===== src/rtl/vis_pkg.sv =====
package vis_pkg;
  typedef enum logic [1:0] {
    CLS_SCALAR = 2'd0,
    CLS_WAIT   = 2'd1,
    CLS_VECTOR = 2'd2,
    CLS_ACCEL  = 2'd3
  } instr_cls_t;
endpackage


===== src/rtl/vis_decode.sv =====
module vis_decode
  import vis_pkg::*;
#(
  parameter int VOP_W   = 4,
  parameter int VPORT_W = 3,
  parameter int VSIZE_W = 7,
  parameter int AID_W   = 4,
  parameter int ACMD_W  = 10,
  parameter int WAIT_W  = 5
) (
  input  logic [2+VOP_W+VPORT_W+VSIZE_W-1:0] word,
  output instr_cls_t                         cls,
  output logic [VOP_W-1:0]                   vop,
  output logic [VPORT_W-1:0]                 vport,
  output logic [VSIZE_W-1:0]                 vsize,
  output logic [AID_W-1:0]                   aid,
  output logic [ACMD_W-1:0]                  acmd
);
  localparam int IW = 2 + VOP_W + VPORT_W + VSIZE_W;

  always_comb begin
    if (!word[IW-1]) begin
      if (word[IW-2 -: WAIT_W] == {WAIT_W{1'b1}}) cls = CLS_WAIT;
      else                                        cls = CLS_SCALAR;
    end else if (!word[IW-2]) begin
      cls = CLS_VECTOR;
    end else begin
      cls = CLS_ACCEL;
    end
  end

  assign vop   = word[VPORT_W+VSIZE_W +: VOP_W];
  assign vport = word[VSIZE_W +: VPORT_W];
  assign vsize = word[0 +: VSIZE_W];
  assign aid   = word[ACMD_W +: AID_W];
  assign acmd  = word[0 +: ACMD_W];
endmodule


===== src/rtl/vis_vec_engine.sv =====
module vis_vec_engine #(
  parameter int VOP_W   = 4,
  parameter int VPORT_W = 3,
  parameter int VSIZE_W = 7
) (
  input  logic               clk,
  input  logic               rst,
  input  logic               start,
  input  logic [VOP_W-1:0]   op_in,
  input  logic [VPORT_W-1:0] port_in,
  input  logic [VSIZE_W-1:0] size_in,
  output logic               busy,
  output logic               last,
  output logic [VSIZE_W-1:0] idx,
  output logic [VOP_W-1:0]   op_q,
  output logic [VPORT_W-1:0] port_q
);
  // size - 1 wraps so that a zero size spans the full index range
  logic [VSIZE_W-1:0] last_idx_q;
  logic [VSIZE_W-1:0] idx_nxt;

  assign idx_nxt = idx + 1'b1;

  always_ff @(posedge clk) begin
    if (rst) begin
      busy       <= 1'b0;
      last       <= 1'b0;
      idx        <= '0;
      last_idx_q <= '0;
      op_q       <= '0;
      port_q     <= '0;
    end else if (start) begin
      busy       <= 1'b1;
      idx        <= '0;
      last_idx_q <= size_in - 1'b1;
      last       <= (size_in == VSIZE_W'(1));
      op_q       <= op_in;
      port_q     <= port_in;
    end else if (busy) begin
      if (last) begin
        busy <= 1'b0;
        last <= 1'b0;
      end else begin
        idx  <= idx_nxt;
        last <= (idx_nxt == last_idx_q);
      end
    end
  end
endmodule


===== src/rtl/vis_issue_regs.sv =====
module vis_issue_regs #(
  parameter int SC_W   = 15,
  parameter int AID_W  = 4,
  parameter int ACMD_W = 10
) (
  input  logic              clk,
  input  logic              rst,
  input  logic              sc_fire,
  input  logic [SC_W-1:0]   sc_in,
  input  logic              acc_fire,
  input  logic [AID_W-1:0]  aid_in,
  input  logic [ACMD_W-1:0] acmd_in,
  output logic              sc_valid,
  output logic [SC_W-1:0]   sc_word,
  output logic              acc_valid,
  output logic [AID_W-1:0]  acc_id,
  output logic [ACMD_W-1:0] acc_cmd
);
  always_ff @(posedge clk) begin
    if (rst) begin
      sc_valid  <= 1'b0;
      acc_valid <= 1'b0;
      sc_word   <= '0;
      acc_id    <= '0;
      acc_cmd   <= '0;
    end else begin
      sc_valid  <= sc_fire;
      acc_valid <= acc_fire;
      if (sc_fire) sc_word <= sc_in;
      if (acc_fire) begin
        acc_id  <= aid_in;
        acc_cmd <= acmd_in;
      end
    end
  end
endmodule


===== src/rtl/vec_issue_seq.sv =====
module vec_issue_seq
  import vis_pkg::*;
#(
  parameter int VOP_W   = 4,
  parameter int VPORT_W = 3,
  parameter int VSIZE_W = 7,
  parameter int AID_W   = 4,
  parameter int ACMD_W  = 10,
  parameter int WAIT_W  = 5,
  localparam int IW     = 2 + VOP_W + VPORT_W + VSIZE_W,
  localparam int SC_W   = IW - 1
) (
  input  logic               clk,
  input  logic               rst,
  input  logic               instr_valid,
  input  logic [IW-1:0]      instr,
  output logic               instr_ready,
  output logic               sc_valid,
  output logic [SC_W-1:0]    sc_word,
  output logic               acc_valid,
  output logic [AID_W-1:0]   acc_id,
  output logic [ACMD_W-1:0]  acc_cmd,
  output logic               vec_busy,
  output logic               vec_elem,
  output logic [VOP_W-1:0]   vec_op,
  output logic [VPORT_W-1:0] vec_port,
  output logic [VSIZE_W-1:0] vec_idx,
  output logic               vec_done
);
  instr_cls_t         cls;
  logic [VOP_W-1:0]   d_vop;
  logic [VPORT_W-1:0] d_vport;
  logic [VSIZE_W-1:0] d_vsize;
  logic [AID_W-1:0]   d_aid;
  logic [ACMD_W-1:0]  d_acmd;
  logic               accept;
  logic               needs_idle;

  vis_decode #(
    .VOP_W(VOP_W), .VPORT_W(VPORT_W), .VSIZE_W(VSIZE_W),
    .AID_W(AID_W), .ACMD_W(ACMD_W), .WAIT_W(WAIT_W)
  ) u_dec (
    .word(instr), .cls(cls), .vop(d_vop), .vport(d_vport),
    .vsize(d_vsize), .aid(d_aid), .acmd(d_acmd)
  );

  assign needs_idle  = (cls == CLS_VECTOR) || (cls == CLS_WAIT);
  assign instr_ready = !(needs_idle && vec_busy);
  assign accept      = instr_valid && instr_ready;

  vis_vec_engine #(
    .VOP_W(VOP_W), .VPORT_W(VPORT_W), .VSIZE_W(VSIZE_W)
  ) u_eng (
    .clk(clk), .rst(rst),
    .start(accept && (cls == CLS_VECTOR)),
    .op_in(d_vop), .port_in(d_vport), .size_in(d_vsize),
    .busy(vec_busy), .last(vec_done), .idx(vec_idx),
    .op_q(vec_op), .port_q(vec_port)
  );

  assign vec_elem = vec_busy;

  vis_issue_regs #(
    .SC_W(SC_W), .AID_W(AID_W), .ACMD_W(ACMD_W)
  ) u_iss (
    .clk(clk), .rst(rst),
    .sc_fire(accept && (cls == CLS_SCALAR)),
    .sc_in(instr[SC_W-1:0]),
    .acc_fire(accept && (cls == CLS_ACCEL)),
    .aid_in(d_aid), .acmd_in(d_acmd),
    .sc_valid(sc_valid), .sc_word(sc_word),
    .acc_valid(acc_valid), .acc_id(acc_id), .acc_cmd(acc_cmd)
  );
endmodule


===== config.mk =====
export PLATFORM = sky130hd
export DESIGN_NAME = vec_issue_seq
export DESIGN_NICKNAME = d
export VERILOG_FILES = /design/src/rtl/vis_pkg.sv /design/src/rtl/vis_decode.sv /design/src/rtl/vis_vec_engine.sv /design/src/rtl/vis_issue_regs.sv /design/src/rtl/vec_issue_seq.sv
export SDC_FILE = /design/constraint.sdc
export NUM_CORES = 1
export LEC_CHECK = 0
export CAP_MARGIN = 20
export CORE_MARGIN = 1
export CORE_UTILIZATION = 46
export DETAILED_ROUTE_END_ITERATION = 16
export MAX_ROUTING_LAYER = met4
export PLACE_DENSITY = 0.79
export SKIP_LAST_GASP = 1
export SLEW_MARGIN = 20
export SYNTH_ARGS = -nofsm -noshare
export SYNTH_HDL_FRONTEND = slang
export SYNTH_SLANG_ARGS = --single-unit

===== constraint.sdc =====
create_clock -name clk -period 2.7 [get_ports clk]
set_input_delay 0.81 -clock clk [delete_from_list [all_inputs] [get_ports clk]]
set_output_delay 0.81 -clock clk [all_outputs]
set_load 0.02 [all_outputs]

# After elaboration in Yosys (flattened, before gate mapping)
# Index checks and enable logic that the tools add are counted.
[classes] addsub=2 n_mul=0 n_div=0 order_cmp=0 eq_ne=6 shifts=0 muxes=9 bitwise_logic=1 n_reduce_logical=11
[op_table] cell="$mux W1" n=8
[op_table] cell="$add A7 B1 Y7 const B" n=1
[op_table] cell="$eq A7 B1 Y1 const B" n=1
[op_table] cell="$eq A7 B7 Y1" n=1
[op_table] cell="$sub A7 B1 Y7 const B" n=1
[op_table] cell="$eq A5 B5 Y1 const B" n=1
[op_table] cell="$logic_and A1 B1 Y1" n=5
[op_table] cell="$eq A2 B2 Y1 const B" n=2
[op_table] cell="$eq A2 B1 Y1 const B" n=1
[op_table] cell="$logic_not A2 Y1" n=1
[op_table] cell="$mux W2" n=1
[op_table] cell="$reduce_and A2 Y1" n=1
[op_table] cell="$reduce_bool A2 Y1" n=1
[op_table] cell="$reduce_or A2 Y1" n=1
[op_table] cell="$logic_not A1 Y1" n=1
[op_table] cell="$logic_or A1 B1 Y1" n=1
[op_table] cell="$not A1 Y1" n=1
[totals] ff_bits=54 latchBits=0 ram_bits=0 romBits=0 input_bits=19 wordCells=40 n_memories=0

# Depth between registers and ports, before layout
[depth] depth_word=10 ltp_mapped=9 mapped_depth_nobuf=8

# By module
# Synthesis repeated with hierarchy kept, for this count alone.
[hier_totals] hier_cells=269 area_unflattened_um2=2575.0
[modules_own_cells] mod="vis_vec_engine" n_inst=1 cells_each=130 area_each_um2=1156.1 seq_area_each_um2=460.4
[modules_own_cells] mod="vis_issue_regs" n_inst=1 cells_each=98 area_each_um2=1108.6 seq_area_each_um2=620.6
[modules_own_cells] mod="vis_decode" n_inst=1 cells_each=31 area_each_um2=232.7 seq_area_each_um2=0.0
[modules_own_cells] mod="vec_issue_seq" n_inst=1 cells_each=10 area_each_um2=77.6 seq_area_each_um2=0.0

# Worst setup path after synthesis
# No wires, ideal clock.
[synth_timing] kind="in2reg" from="input instr[12]" to="register u_eng.last" setup_time_ps=124 t_arrival_ps=2330 required_ps=2576 slack_ps=247 path_stages=9 cell_sequence="a41o_1 > nand2_1 > ha_1 > nand2_1 > and4b_1 > buf_2 > mux2i_1 > a41o_1 > a21oi_1"
[synth_via] elab_chain_cells=10 word_cells_on_any_way=12
[synth_lines] element="from (decl)" line="vec_issue_seq.sv:16" rtl="input logic [IW-1:0] instr,"
[synth_lines] element="$eq A5 B5 Y1 *" line="vis_decode.sv:23" rtl="if (word[IW-2 -: WAIT_W] == {WAIT_W{1'b1}}) cls = CLS_WAIT;"
[synth_lines] element="$mux W1 *" line="vis_decode.sv:23"
[synth_lines] element="$mux W2 *" line="vis_decode.sv:22" rtl="if (!word[IW-1]) begin"
[synth_lines] element="$eq A2 B2 Y1 or $eq A2 B1 Y1 (tied branches)" line="vec_issue_seq.sv:47" rtl="assign needs_idle = (cls == CLS_VECTOR) || (cls == CLS_WAIT);"
[synth_lines] element="$logic_or A1 B1 Y1 *" line="vec_issue_seq.sv:47"
[synth_lines] element="$logic_and A1 B1 Y1 *" line="vec_issue_seq.sv:48" rtl="assign instr_ready = !(needs_idle && vec_busy);"
[synth_lines] element="$logic_not A1 Y1 *" line="vec_issue_seq.sv:48"
[synth_lines] element="net instr_ready" line="vec_issue_seq.sv:17" rtl="output logic instr_ready,"
[synth_lines] element="$logic_and A1 B1 Y1 *" line="vec_issue_seq.sv:49" rtl="assign accept = instr_valid && instr_ready;"
[synth_lines] element="$logic_and A1 B1 Y1 *" line="vec_issue_seq.sv:55" rtl=".start(accept && (cls == CLS_VECTOR)),"
[synth_lines] element="$mux W1 or $reduce_bool A2 Y1 (tied branches)"
[synth_lines] element="to (signal assigned)" line="vis_vec_engine.sv:36" rtl="last <= (size_in == VSIZE_W'(1));"
[synth_lines] element="to (signal assigned)" line="vis_vec_engine.sv:45" rtl="last <= (idx_nxt == last_idx_q);"
[synth_lines] element="to (decl)" line="vis_vec_engine.sv:13" rtl="output logic last,"
# Mark *: on every way through the listed nets, which the timed path passes. The rest lies on a longest branch.
# A chain may end at the register's enable or synchronous reset.

# Final worst setup path
[layout_timing] from="input instr[14]" to="output instr_ready"
[layout_via] elab_chain_cells=7 word_cells_on_any_way=9
[layout_lines] element="$eq A5 B5 Y1" line="vis_decode.sv:23"
[layout_lines] element="$mux W1" line="vis_decode.sv:23"
[layout_lines] element="$mux W2 *" line="vis_decode.sv:22"
[layout_lines] element="$eq A2 B2 Y1 or $eq A2 B1 Y1 (tied branches)" line="vec_issue_seq.sv:47"
[layout_lines] element="$logic_or A1 B1 Y1 *" line="vec_issue_seq.sv:47"
[layout_lines] element="$logic_and A1 B1 Y1 *" line="vec_issue_seq.sv:48"
[layout_lines] element="$logic_not A1 Y1 *" line="vec_issue_seq.sv:48"
[layout_lines] element="to (decl)" line="vec_issue_seq.sv:17"
# Mark *: on every way between the ends. The rest lies on a longest branch, timed or not.

==> results.md <==
- Status: finished clean
- # fillers: 394
- Post-synth EDFFs: 0
- Clock power share: 32.4%
- Vias in the first global route: 1899
- Gp weighted congestion: 0.7820
- CTS sink count: 54
- FF/Latch Area: 1081 um2
- YS warnings: 0
- Area delta synth->final: 42.29%
- Crit path kind: primary input to primary output
- Hold Crit Class: register to register
- Final period utilization: 98.29%
- DR iter-0 viols: 88
- GRT Total Usage: 22.12%
- Vias/cell: 4.995
- CTS buffer count: 5
- Post-route DRC: 0
- CP arrival: 1.84 ns
- Fin nets: 364
- Initial Util: 47.74%
- Area leader, netlist: dfxtp_1
- Post-route ant nets: 0
- Mapped Area: 2255 um2
- Post-DP HPWL: 4066 um
- Synth top area cells: dfxtp_1, nand2_1, mux2i_1, a21oi_1, nor2_1
- Layout cell share with drive strength beyond 1: 10.23%
- Main synth FF type: dfxtp_1
- Worst VDD drop: 0.0004684 V
- I/O Pins: 68
- Final wirelength: 5376 um
- Critical Path Source Type: primary input
- Die H: 72.01 um
- Met3 GRT Util: 7.083%
- WP data required: 1.89 ns
- Initial antenna violation count: 0
- Top-area cell type share of the netlist area: 47.95%
- Worst-path clk slew: 0.09 ns
- Drt first pass iters: 4
- Netlist cell types: 35
- TritonCTS clock tree: done
- FF-to-FF setup slack: 0.97 ns
- Wirelength per Cell: 13.14 um
- CTS max path bufs: 2
- Die ar.: 5185 um2
- RSZ-0062 raised after global routing: false
- Leak Pwr: 1.284 nW
- GRT overflow: 0
- N_diodes: 0
- Least-Margin Pin Slew: 0.4905 ns
- Met1 usage: 27.10%
- Power Dens Cells: 503.9 nW/um2
- Final hold vios: 0
- H-tree depth: 2
- Crit-path max FO: 2
- CP endpoint kind: primary output
- Internal power: 1.224 mW
- Crit-path cells: clkdlybuf4s50_1, nand2_1, ha_1, nand2_2, buf_6
- Gate power share: 15.4%
- Max Slew Vio Count: 0
- Buffers & Inverters on Critical Path: 2
- Net Sw Power: 0.3928 mW
- Core ar.: 4723 um2
- Register area share after synthesis: 47.95%
- Pin count of the biggest net entering global routing: 22
- Setup Fix Bufs, Post-CTS: 0
- GR met2 Demand/Resource: 34.70%
- Peak Freq: 376.8 MHz
- Maxcap violations: 0
- Syn Area/Cell: 8.573 um2
- Finished Layout Cells: 409
- Tmin final: 2.654 ns
- Critical Path Max Stage Delay: 0.47 ns
- Clk_lat worst skew: 0.30 ns
- Syn Inst Count: 263
- Setup TNS: 0 ns
- Site Rows: 25
- Syn Nets: 286
- Max-slew headroom: 67.23%
- First-pass GRT wire length: 8645 um
- Yosys reg bits: 54
- Crit-path slowest cell: clkdlybuf4s50_1
- CP top delay family: buffers and inverters
- Reg power frac: 52.2%
- Clock Skew: 0.007904 ns
- Die width: 72.01 um
- Final Power: 1.617 mW
- Most used routing layer: met2
- Dpl cells: 401
- Asr flop ratio synth: 0%
- CTS root buffer: clkbuf_8
- DR vias: 2043
- Multi-input gate area: 1085 um2
- Sw Share: 24.30%
- IO buf count: 67
- Final setup fails: 0
[kinds of logic (layout without fill, tap and decap cells)]
kind of cell    Yosys count  count (layout)  share of synthesized area [%]
mux                      14              14                          6.215
flops                    54              54                          47.95
xor+xnor                 18              18                          6.992
fa+ha+maj                 4               4                          2.220
compound gates           39              39                          10.21
buf+inv                  22             101                          4.051
simple gates            112             112                          22.36
[cell type report]
| class | instances | share of cell area (%) |
|---|---|---|
| multi-input cells | 187 | 33.81 |
| inverters | 5 | 0.5850 |
| flip-flops and latches | 54 | 33.70 |
| repair buffers | 88 | 25.98 |
| clock inverters | 1 | 0.9360 |
| clock buffers | 7 | 2.379 |
| well taps | 67 | 2.613 |
[layer usage]
layer,routed length [um],share of wire (%),vias to the layer above
li1,-,-,1040
met3,274,5.1,4
met5,0,0,-
met4,46,0.86,0
met1,2492,46,957
met2,2563,48,42
[layout by cell type, fill, tap and decap left out, drive strengths merged]
master         instances
clkdlybuf4s50         60
and3                   3
clkbuf                 7
ha                     4
nor2b                  2
nand4b                 1
o21ai                  2
xor2                  10
dlygate4sd2            3
clkdlybuf4s15          2
and2                   1
and4b                  1
o221a                  1
nor4                   1
nand3                  4
mux2i                 14
o2111ai                1
and3b                  1
nand4                  3
nand2                 51
or4                    1
buf                   23
dfxtp                 54
nand2b                 1
a21oi                 27
a211oi                 6
nor2                  31
a41o                   2
xnor2                  8
nor3b                  1
bufinv                 1
nor3                  10
inv                    5
[worst reg2reg max path, delay by kind of cell, from the launching register on]
family | cells | cell delay, ns
flops | 1 | 0.46
compound gates | 2 | 0.34
simple gates | 3 | 0.86
[path summary, 6_finish.rpt]
check                                 startpoint  depth (start not counted)                to
worst min-delay path            u_iss.sc_word[4]                          2  u_iss.sc_word[4]
worst max-delay path                   instr[14]                          5       instr_ready
worst max register to register      u_eng.idx[0]                          5        u_eng.last
worst min register to register  u_iss.sc_word[4]                          2  u_iss.sc_word[4]
[metrics by stage]
stage / cell area [um2] / hold slack (ns) / utilization (%) / setup WS [ns]
floorplan: 2255 / 0.4753 / - / 0.2467
global placement: 3102 / 0.4418 / 65.67 / -0.6695
detailed placement: 3102 / 0.4465 / 65.67 / -0.6785
CTS: 3206 / 0.4590 / 67.87 / 0.04869
global route: 3208 / 0.4801 / 67.92 / 0.003187
finish: 3208 / 0.4592 / 67.92 / 0.04618
[sequential cells by signal, indices dropped and copies added, names as in the netlist]
name              count
u_eng.op_q            4
u_iss.acc_id          4
u_eng.last_idx_q      7
u_eng.idx             7
u_iss.sc_valid        1
u_eng.last            1
u_iss.acc_cmd        10
u_iss.sc_word        15
u_eng.busy            1
u_iss.acc_valid       1
u_eng.port_q          3
[synthesized netlist by cell type, types with 2 or more instances]
library cell / instances
a41o_1: 2
nor2b_1: 2
clkbuf_1: 11
nand2_1: 51
inv_1: 5
o21ai_0: 2
nand4_1: 2
xnor2_1: 8
a211oi_1: 6
nor3_1: 10
ha_1: 4
xor2_1: 10
dfxtp_1: 54
a21oi_1: 27
buf_2: 3
nor2_1: 31
mux2i_1: 14
nand3_1: 3
and3_1: 2
[timing repair]
| action | 4_1_cts | 5_1_grt |
|---|---|---|
| hold buffers | 0 | 0 |
| endpoints found under the setup margin | 4 | 1 |
| pin swaps | 2 | 0 |
| resized for setup | 12 | 2 |
[power groups by stage]
stage	Sequential (mW)	Clock (mW)	Combinational [mW]
5_1_grt	0.847	0.564	0.270
2_1_floorplan	0.888	0	0.0960
3_5_place_dp	0.862	0	0.251
3_3_place_gp	0.861	0	0.247
4_1_cts	0.844	0.530	0.250
6_report	0.843	0.524	0.249
Power figures use the tool's default switching activity.
